## config.mk

```make
export PLATFORM = sky130hd
export DESIGN_NAME = hsu_uart
export DESIGN_NICKNAME = d
export VERILOG_FILES = /design/src/rtl/hsu_uart.sv
export SDC_FILE = /design/constraint.sdc
export NUM_CORES = 2
export LEC_CHECK = 0
export ABC_CLOCK_PERIOD_IN_PS = 9500
export BUFFER_PORTS_ARGS = -buffer_cell sky130_fd_sc_hd__buf_2
export CAP_MARGIN = 10
export CORE_MARGIN = 5
export CORE_UTILIZATION = 30
export DETAILED_ROUTE_END_ITERATION = 12
export SLEW_MARGIN = 20
export SYNTH_ARGS = -nofsm -noshare
export SYNTH_HDL_FRONTEND = slang
export SYNTH_SLANG_ARGS = --single-unit
```

## constraint.sdc

```tcl
create_clock -name clk -period 9.5 [get_ports clk]
set_clock_uncertainty 0.1 [all_clocks]
set_input_delay 0.95 -clock clk [delete_from_list [all_inputs] [get_ports clk]]
set_output_delay 0.95 -clock clk [all_outputs]
set_load 0.005 [all_outputs]
```

## src/rtl/hsu_uart.sv

```systemverilog
module hsu_uart #(
  parameter int DEPTH = 64,
  parameter int OVS   = 14,
  parameter int AW    = 5
) (
  input  logic          clk,
  input  logic          rst_n,
  input  logic          bus_wr,
  input  logic          bus_rd,
  input  logic [AW-1:0] bus_addr,
  input  logic [31:0]   bus_wdata,
  output logic [31:0]   bus_rdata,
  output logic          txd,
  input  logic          rxd,
  output logic          irq
);
  localparam int PW = $clog2(DEPTH);
  localparam int CW = PW + 1;
  localparam int BW = $clog2(256 * OVS) + 1;
  localparam int SW = $clog2(OVS);

  logic [7:0]  rate;
  logic [17:0] ctrl;
  logic [5:0]  st;
  logic [BW-1:0] bit_len;
  logic [AW-3:0] widx;
  logic unused_bits;

  assign widx = bus_addr[AW-1:2];
  assign bit_len = BW'((32'(rate) + 32'd1) * 32'(OVS));
  assign unused_bits = ^{bus_wdata[31:18], bus_addr[1:0]};

  logic wr_data, wr_st, wr_ctl, wr_rate;
  assign wr_data = bus_wr && widx == 0;
  assign wr_st   = bus_wr && widx == 2;
  assign wr_ctl  = bus_wr && widx == 3;
  assign wr_rate = bus_wr && widx == 4;

  // transmit queue and shifter
  logic [7:0]    tx_mem [DEPTH];
  logic [PW-1:0] tx_wp, tx_rp;
  logic [CW-1:0] tx_cnt, tx_lvl;
  logic          tx_busy, tx_push, tx_pop, tx_req_set;
  logic [9:0]    tx_sh;
  logic [3:0]    tx_bit;
  logic [BW-1:0] tx_tc;

  assign tx_push = wr_data && tx_cnt != CW'(DEPTH);
  assign tx_pop  = !tx_busy && tx_cnt != 0;

  always_comb
    case (ctrl[1:0])
      2'd0: tx_lvl = CW'(0);
      2'd1: tx_lvl = CW'(4);
      2'd2: tx_lvl = CW'(8);
      default: tx_lvl = CW'(16);
    endcase
  assign tx_req_set = tx_pop && !tx_push && tx_cnt <= tx_lvl + CW'(1);

  always_ff @(posedge clk)
    if (tx_push) tx_mem[tx_wp] <= bus_wdata[7:0];

  always_ff @(posedge clk or negedge rst_n)
    if (!rst_n) begin
      tx_wp <= '0; tx_rp <= '0; tx_cnt <= '0;
    end else begin
      if (tx_push) tx_wp <= tx_wp + 1'b1;
      if (tx_pop)  tx_rp <= tx_rp + 1'b1;
      tx_cnt <= tx_cnt + CW'(tx_push) - CW'(tx_pop);
    end

  always_ff @(posedge clk or negedge rst_n)
    if (!rst_n) begin
      tx_busy <= 1'b0; tx_sh <= '1; tx_bit <= '0; tx_tc <= '0;
    end else if (tx_pop) begin
      tx_busy <= 1'b1; tx_sh <= {1'b1, tx_mem[tx_rp], 1'b0};
      tx_bit <= '0; tx_tc <= '0;
    end else if (tx_busy) begin
      if (tx_tc == bit_len - 1'b1) begin
        tx_tc <= '0;
        if (tx_bit == 4'd9) tx_busy <= 1'b0;
        else begin
          tx_sh  <= {1'b1, tx_sh[9:1]};
          tx_bit <= tx_bit + 1'b1;
        end
      end else tx_tc <= tx_tc + 1'b1;
    end

  assign txd = !ctrl[8] && (!tx_busy || tx_sh[0]);

  // receiver
  logic [2:0]    rx_q;
  logic          rx_cur, rx_fall, rx_busy, rx_tick, rx_mid, rx_done;
  logic [7:0]    rx_pre, rx_sh;
  logic [SW-1:0] rx_smp;
  logic [3:0]    rx_bit;
  logic          fe_ev, brk_ev, ovf_ev, rx_push, rd_pop, rx_trig_set;
  logic [9:0]    rx_mem [DEPTH];
  logic [PW-1:0] rx_wp, rx_rp;
  logic [CW-1:0] rx_cnt, rx_lvl;

  assign rx_cur  = rx_q[1];
  assign rx_fall = rx_q[2] && !rx_q[1];
  assign rx_tick = rx_pre == rate;
  assign rx_mid  = rx_busy && rx_tick && rx_smp == SW'(OVS / 2 - 1);
  assign rx_done = rx_mid && rx_bit == 4'd9;
  assign fe_ev   = rx_done && !rx_cur;
  assign brk_ev  = fe_ev && rx_sh == 8'd0;
  assign rx_push = rx_done && rx_cnt != CW'(DEPTH);
  assign ovf_ev  = rx_done && rx_cnt == CW'(DEPTH);
  assign rd_pop  = bus_rd && widx == 0 && rx_cnt != 0;

  always_ff @(posedge clk or negedge rst_n)
    if (!rst_n) rx_q <= '1;
    else        rx_q <= {rx_q[1:0], rxd};

  always_ff @(posedge clk or negedge rst_n)
    if (!rst_n) begin
      rx_busy <= 1'b0; rx_pre <= '0; rx_smp <= '0; rx_bit <= '0; rx_sh <= '0;
    end else if (!rx_busy) begin
      if (rx_fall) begin
        rx_busy <= 1'b1; rx_pre <= '0; rx_smp <= '0; rx_bit <= '0;
      end
    end else begin
      rx_pre <= rx_tick ? '0 : rx_pre + 1'b1;
      if (rx_tick) begin
        if (rx_smp == SW'(OVS - 1)) begin
          rx_smp <= '0;
          rx_bit <= rx_bit + 1'b1;
        end else rx_smp <= rx_smp + 1'b1;
      end
      if (rx_mid) begin
        if (rx_bit == 4'd0 && rx_cur) rx_busy <= 1'b0;
        else if (rx_bit == 4'd9)      rx_busy <= 1'b0;
        else if (rx_bit != 4'd0)      rx_sh <= {rx_cur, rx_sh[7:1]};
      end
    end

  always_ff @(posedge clk)
    if (rx_push) rx_mem[rx_wp] <= {brk_ev, fe_ev, rx_sh};

  always_ff @(posedge clk or negedge rst_n)
    if (!rst_n) begin
      rx_wp <= '0; rx_rp <= '0; rx_cnt <= '0;
    end else begin
      if (rx_push) rx_wp <= rx_wp + 1'b1;
      if (rd_pop)  rx_rp <= rx_rp + 1'b1;
      rx_cnt <= rx_cnt + CW'(rx_push) - CW'(rd_pop);
    end

  always_comb
    case (ctrl[4:2])
      3'd0: rx_lvl = CW'(1);
      3'd1: rx_lvl = CW'(4);
      3'd2: rx_lvl = CW'(8);
      3'd3: rx_lvl = CW'(16);
      3'd4: rx_lvl = CW'(32);
      default: rx_lvl = CW'(48);
    endcase
  assign rx_trig_set = rx_push && !rd_pop && rx_cnt == rx_lvl - CW'(1);

  // inactivity timeout, counted in bit periods
  logic [BW-1:0] tmo_tc;
  logic [7:0]    tmo_bits, tmo_lim;
  logic          tmo_run, tmo_step, tmo_fire;

  always_comb
    case (ctrl[17:16])
      2'd1: tmo_lim = 8'd40;
      2'd2: tmo_lim = 8'd80;
      default: tmo_lim = 8'd160;
    endcase
  assign tmo_run  = ctrl[17:16] != 2'd0 && rx_cnt != 0 && !rx_busy && !rd_pop;
  assign tmo_step = tmo_run && tmo_bits != tmo_lim && tmo_tc == bit_len - 1'b1;
  assign tmo_fire = tmo_step && tmo_bits == tmo_lim - 1'b1;

  always_ff @(posedge clk or negedge rst_n)
    if (!rst_n) begin
      tmo_tc <= '0; tmo_bits <= '0;
    end else if (!tmo_run) begin
      tmo_tc <= '0; tmo_bits <= '0;
    end else if (tmo_step) begin
      tmo_tc <= '0; tmo_bits <= tmo_bits + 1'b1;
    end else if (tmo_bits != tmo_lim) tmo_tc <= tmo_tc + 1'b1;

  // registers
  logic [5:0] st_set, st_clr;
  assign st_set = {ovf_ev, brk_ev, fe_ev, tmo_fire, rx_trig_set,
                   tx_req_set || (wr_st && bus_wdata[6])};
  assign st_clr = wr_st ? bus_wdata[5:0] : 6'd0;

  always_ff @(posedge clk or negedge rst_n)
    if (!rst_n) begin
      rate <= 8'hFF; ctrl <= '0; st <= '0;
    end else begin
      if (wr_rate) rate <= bus_wdata[7:0];
      if (wr_ctl)  ctrl <= bus_wdata[17:0];
      st <= (st & ~st_clr) | st_set;
    end

  assign irq = (st[0] && ctrl[5]) || ((st[1] || st[2]) && ctrl[6]) ||
               ((|st[5:3]) && ctrl[7]);

  always_comb
    case (widx)
      3'd0: bus_rdata = (rx_cnt == 0) ? 32'h100 :
                        {21'd0, rx_mem[rx_rp][9:8], 1'b0, rx_mem[rx_rp][7:0]};
      3'd1: bus_rdata = {16'd0, 8'(tx_cnt), 8'(rx_cnt)};
      3'd2: bus_rdata = {26'd0, st};
      3'd3: bus_rdata = {14'd0, ctrl};
      3'd4: bus_rdata = {24'd0, rate};
      default: bus_rdata = 32'd0;
    endcase

  a_r3_full_write_ignored: assert property (@(posedge clk) disable iff (!rst_n)
    wr_data && tx_cnt == CW'(DEPTH) && tx_busy |=> tx_cnt == CW'(DEPTH));
  a_r3_tx_bound: assert property (@(posedge clk) disable iff (!rst_n)
    tx_cnt <= CW'(DEPTH));
  a_r4_pop_one: assert property (@(posedge clk) disable iff (!rst_n)
    rd_pop && !rx_push |=> rx_cnt == $past(rx_cnt) - CW'(1));
  a_r6_break_is_framing: assert property (@(posedge clk) disable iff (!rst_n)
    $rose(st[4]) |-> st[3]);
  a_r7_overrun: assert property (@(posedge clk) disable iff (!rst_n)
    rx_done && rx_cnt == CW'(DEPTH) |=> st[5]);
  a_r11_w1c: assert property (@(posedge clk) disable iff (!rst_n)
    wr_st && bus_wdata[3] && !fe_ev |=> !st[3]);
endmodule

```

# [Word-level counts from Yosys, hierarchy flattened]
# Memories as Yosys holds them, arrays and structs flattened.
# Cells that the tools add are included.
[op_classes] mux=45 bitwise=5 n_eq_ne=30 add_sub_neg=20 n_mul=1 reduce_logical=61 order_cmp=1
[op_table] cell="$pmux 18 s5" n=1
[op_table] cell="$mux 13" n=6
[op_table] cell="$mux 4" n=11
[op_table] cell="$mux 10" n=4
[op_table] cell="$mux 8" n=5
[op_table] cell="$logic_and 1x1->1" n=32
[op_table] cell="$pmux 6 s5" n=1
[op_table] cell="$add 13x1->13 const B" n=2
[op_table] cell="$eq 13x13->1" n=2
[op_table] cell="$add 6x1->6 const B" n=4
[op_table] cell="$add 8x1->8 const B" n=2
[op_table] cell="$eq 8x8->1" n=2
[op_table] cell="$pmux 8 s2" n=1
[op_table] cell="$pmux 5 s3" n=1
[op_table] cell="$add 7x1->7" n=2
[op_table] cell="$ne 7x7->1 const B" n=2
[op_table] cell="$reduce_bool 7->1" n=2
[op_table] cell="$sub 7x1->7" n=2
[op_table] cell="$mux 1" n=13
[op_table] cell="$sub 13x1->13 const B" n=1
[op_table] cell="$add 4x1->4 const B" n=3
[op_table] cell="$eq 3x2->1 const B" n=4
[op_table] cell="$eq 4x4->1 const B" n=3
[op_table] cell="$mul 9x3->12 const B" n=1
[op_table] cell="35 further kinds" n=56
[totals] input_bits=42 ram_bits=1152 out_inout_bits=34 reg_bits=147 memories=2
[memory_table] memory="rx_mem" words=64 word_bits=10 read_ports=1 rd_ports_with_merged_regs=0 wr=1 line="98" rtl="logic [9:0] rx_mem [DEPTH];"
[memory_table] memory="tx_mem" words=64 word_bits=8 read_ports=1 rd_ports_with_merged_regs=0 wr=1 line="40" rtl="logic [7:0] tx_mem [DEPTH];"

# [Depth between registers and ports, before layout]
[depth] depth_word=9 mapped_depth=20 ltp_nobuf=18

# [Least setup slack after synthesis]
# Ideal clock, no wire load.
[synth_path] path_kind="flip-flop to flip-flop" startpoint="reg rate[0]" endpoint="reg tx_tc[2]" slack_ns=4.533 arrival_time_ns=4.802 stages_incl_launch_ff=19 synth_period_minus_slack_ns=4.967 path_cell_list="dfstp_2 buf_2 nand3_1 nor3_1 xor2_1 inv_1 fa_1 inv_1 ha_1 inv_1 a221oi_2 o311ai_4 nor4_2 and3_1 xor3_4 a31o_2 buf_2 nor3b_1 a211o_1"
[synth_via] elab_chain_len=7
[synth_lines] item="start, declared" line="22" rtl="logic [7:0] rate;"
[synth_lines] item="start signal, assigned" line="196" rtl="if (wr_rate) rate <= bus_wdata[7:0];"
[synth_lines] item="$add 8x1->9" line="30" rtl="assign bit_len = BW'((32'(rate) + 32'd1) * 32'(OVS));"
[synth_lines] item="$mul 9x3->12" line="30"
[synth_lines] item="$sub 13x1->13" line="79" rtl="if (tx_tc == bit_len - 1'b1) begin"
[synth_lines] item="$eq 13x13->1" line="79"
[synth_lines] item="$mux 13" line="79"
[synth_lines] item="$mux 13" line="78" rtl="end else if (tx_busy) begin"
[synth_lines] item="$mux 13" line="75" rtl="end else if (tx_pop) begin"
[synth_lines] item="end signal, assigned" line="86" rtl="end else tx_tc <= tx_tc + 1'b1;"
[synth_lines] item="end, declared" line="46" rtl="logic [BW-1:0] tx_tc;"
# No other way between the ends. The select of a mux whose other input is x is not followed.
# A chain may end at the register's enable or synchronous reset.

# [Worst setup path after layout]
[layout_path] startpoint="reg rx_rp[0]" endpoint="out bus_rdata[7]"
[layout_via] elab_chain_len=3
[layout_lines] item="start, declared" line="99" rtl="logic [PW-1:0] rx_wp, rx_rp;"
[layout_lines] item="start signal, assigned" line="147" rtl="if (rd_pop) rx_rp <= rx_rp + 1'b1;"
[layout_lines] item="$mem_v2 64x10"
[layout_lines] item="$mux 11" line="206" rtl="3'd0: bus_rdata = (rx_cnt == 0) ? 32'h100 :"
[layout_lines] item="$pmux 18 s5" line="205" rtl="case (widx)"
[layout_lines] item="end, declared" line="12" rtl="output logic [31:0] bus_rdata,"
# No other way between the ends.

==> flow_summary_export.csv <==
group,metric,value,unit
grt,grt_util_met2,0.215,
setup_path,path_cells,"buf_4, mux4_2, mux4_2, mux4_2, nor2b_1, a31oi_1, o32ai_1, buf_2",
grt,antenna_found_initial,1,
routing,drt_first_pass_iters,7,
grt,grt_max_degree,135,
clocking,clockBufferDepth,3,
setup_path,endpoint_kind,"output pin",
routing,vias_per_cell,4.83,
setup_path,worst-path-max-fanout,36,
clocking,post-cts-setup-buffers,0,
floorplan,core-area,0.178,mm²
logic_synthesis,avgSynthCellArea,19.4,µm²
logic_synthesis,synth_edf_count,1152,
setup_path,critPathBufInv,2,
status,status,"completed",
sta,hold_violations,0,
placed_design,routabilityCongestion,0.771,
clocking,clk_pin_slew,60,ps
clocking,cts_tree,"yes",
routing,route.detailed.drc,0,
setup_path,crit_top_cell,"mux4_2",
logic_synthesis,syn_inst,2772,
flow_run,maxCapViolCount,0,
floorplan,io_pins,76,
placed_design,dp_slack,3650,ps
clocking,cts_inserted_buffers,140,
grt,use_met1,0.173,
clocking,clkSinkCount,1298,
sta,setup_viol,0,
routing,drt_iter0_markers,2384,
grt,grt-busiest-layer,"met2",
routing,antenna_left,0,
clocking,clock_latency,770,ps
placed_design,hpwlAfterDp,72.8,mm
layout,area_delta_synth_final,14.0,%
floorplan,die_area,0.187,mm²
logic_synthesis,synth_ff_type,"edfxtp_1",
logic_synthesis,ys_types,80,
clocking,cts_resized,0,
sta,fin_crit_sh,0.618,
grt,grt.overflow.total,0,
grt,grt_pass1_wl,179,mm
layout,nets,2967,
setup_path,arrival,4820,ps
power,ir_drop,0.000239,V
sta,slew_headroom,0.229,
layout,layout-drive-gt1-share,0.256,
routing,vias,25700,
layout,antenna_cells,0,
clocking,root_buffer,"clkbuf_16",
setup_path,cp.required,8450,ps
placed_design,portBuffers,45,
setup_path,slowest_stage,"dfrtp_4",
clocking,ctsHtreeMaxLevel,4,
min_path,hold_class,"input port to async pin",
sta,period_needed,5870,ps
sta,finalSetupTns,0,ps
sta,worst_pin_slew,1150,ps
grt,grtUsageMet3,0.0209,
logic_synthesis,seq_area_frac_synth,0.713,
logic_synthesis,yosysWarnings,0,
grt,grt_pass1_vias,26400,
routing,wl,120,mm
logic_synthesis,syn_area,0.0536,mm²
setup_path,max_stage_delay,820,ps
routing,wl_per_cell,22.6,µm
clocking,cts_hold_buf,0,
power,p_leak,19.0,nW
setup_path,worst-setup-path-type,"flip-flop to output pin",
sta,fmax,0.170,GHz
logic_synthesis,synth_seq_cells,1298,
floorplan,die_y,433,µm
sta,rsz0062_at_grt,"false",
power,power.density,230,mW/mm²
floorplan,rows,155,
power,power.total,0.0141,W
floorplan,initial_core_util,0.301,
setup_path,cp-start-kind,"flip-flop",
floorplan,fp.dieW,433,µm
sta,layout_setup_ws,3630,ps
setup_path,path_delay_family,"multiplexers",
grt,track_usage,0.128,
sta,drv_slew,0,
logic_synthesis,ys_async_sr_fraction,0.112,
placed_design,dpl-instance-area,0.0566,mm²
layout,design_area,0.0612,mm²
[synth_stat cells (8+ instances only)]
| master | n | share of area |
|---|---|---|
| clkbuf_1 | 86 | 0.0060 |
| nor2b_1 | 9 | 0.0010 |
| buf_2 | 9 | 0.00084 |
| a21oi_1 | 34 | 0.0032 |
| nor2_1 | 215 | 0.015 |
| xnor2_1 | 46 | 0.0075 |
| mux2i_1 | 10 | 0.0019 |
| nand2_1 | 88 | 0.0062 |
| xnor3_1 | 8 | 0.0034 |
| mux2_2 | 39 | 0.0082 |
| inv_1 | 74 | 0.0052 |
| and3_1 | 18 | 0.0021 |
| buf_1 | 38 | 0.0027 |
| buf_4 | 15 | 0.0021 |
| nor4_1 | 9 | 0.0010 |
| nand3_1 | 44 | 0.0041 |
| dfrtp_1 | 126 | 0.059 |
| o21ai_0 | 40 | 0.0037 |
| nand3b_1 | 10 | 0.0014 |
| edfxtp_1 | 1152 | 0.64 |
| mux4_2 | 378 | 0.16 |
| dfstp_2 | 20 | 0.0098 |
| a211o_1 | 8 | 0.0013 |
| ha_1 | 53 | 0.012 |
| nor3_1 | 18 | 0.0017 |
| fa_1 | 10 | 0.0037 |
| o21ai_1 | 9 | 0.00084 |
| nand4_1 | 14 | 0.0016 |
| a31oi_1 | 12 | 0.0014 |
| nand2b_1 | 10 | 0.0012 |
| nor3b_1 | 9 | 0.0013 |
| xor2_1 | 49 | 0.0080 |
[worst register-to-register path, stage by stage (launching register included)]
cell	delay, ps
dfstp_2	670
nand3_1	260
nor3_1	280
xor2_1	340
inv_1	170
fa_1	520
inv_1	40
ha_1	420
inv_1	110
a221oi_2	350
o311ai_4	220
nor4_2	450
xnor2_1	140
nor4_1	390
and3_1	410
nand2b_1	660
nor2_1	120
[path summary, 6_finish.rpt]
path                            slack, ps                       to  cells after the start            startpoint
worst max-delay path                 3630             bus_rdata[7]                      8  rx_rp[0]$_DFFE_PN0P_
worst min-delay path                   90     tx_rp[5]$_DFFE_PN0P_                      1                 rst_n
worst max register to register       3630   tmo_tc[10]$_DFFE_PN0P_                     16   rate[0]$_DFFE_PN1P_
worst min register to register        250        rx_q[1]$_DFF_PN1_                      0     rx_q[0]$_DFF_PN1_
max in group asynchronous            7420  tmo_bits[3]$_DFFE_PN0P_                      3                 rst_n
min in group clk                      180        rx_q[0]$_DFF_PN1_                      1                   rxd
[stage by stage]
stage | hold WS [ps] | utilization | std cells
floorplan | 245 | - | 2785
global placement | 247 | 0.318 | 5075
detailed placement | 249 | 0.318 | 5075
CTS | 48.1 | 0.343 | 5333
global route | 85.0 | 0.343 | 5333
finish | 86.8 | 0.343 | 5333
[sequential cells by signal (all words and copies together), names as in the netlist, 9 cells and up]
name,cells
rx_mem,640
tx_mem,512
ctrl,18
tmo_tc,13
tx_tc,13
tx_sh,9
[cell type report]
type	count	area, µm²
Clock buffer	178	3720
Inverter	75	282
Tap cell	2355	2950
Clock inverter	80	835
Sequential cell	1298	38300
Multi-Input combinational cell	1262	14500
Fill cell	16500	117000
Timing Repair Buffer	85	557
[layer usage]
metal,vias up,part of all wire
met5,-,0
met4,0,0.022
met3,143,0.044
met2,635,0.51
met1,13700,0.43
li1,11300,-
[power breakdown]
part           internal [W]  switching (W)
Sequential          0.00632       0.000253
Combinational      0.000969        0.00119
Clock               0.00302        0.00232
Total                0.0103        0.00376
[cells by family after synthesis]
logic type | after synthesis | synth area share
AOI/OAI and AO/OA | 167 | 0.0208
and+or+nand+nor | 485 | 0.0434
buffers and inverters | 225 | 0.0173
xor gates and xnor gates | 106 | 0.0201
DFF | 1298 | 0.713
other | 1 | 0.0000699
adders and majority gates | 63 | 0.0161
muxes | 427 | 0.169
[layout by cell type, fill, tap and decap left out, types with 34 or more instances in the layout]
| master | n |
|---|---|
| nand2_1 | 88 |
| edfxtp_1 | 1152 |
| ha_1 | 53 |
| dfrtp_1 | 111 |
| buf_4 | 38 |
| xnor2_1 | 46 |
| nand3_1 | 44 |
| buf_2 | 44 |
| mux4_2 | 378 |
| mux2_2 | 39 |
| clkbuf_16 | 140 |
| nor2_1 | 211 |
| o21ai_0 | 40 |
| inv_1 | 74 |
| xor2_1 | 49 |
| a21oi_1 | 34 |
Note: power is estimated with default switching activity, not from simulation.
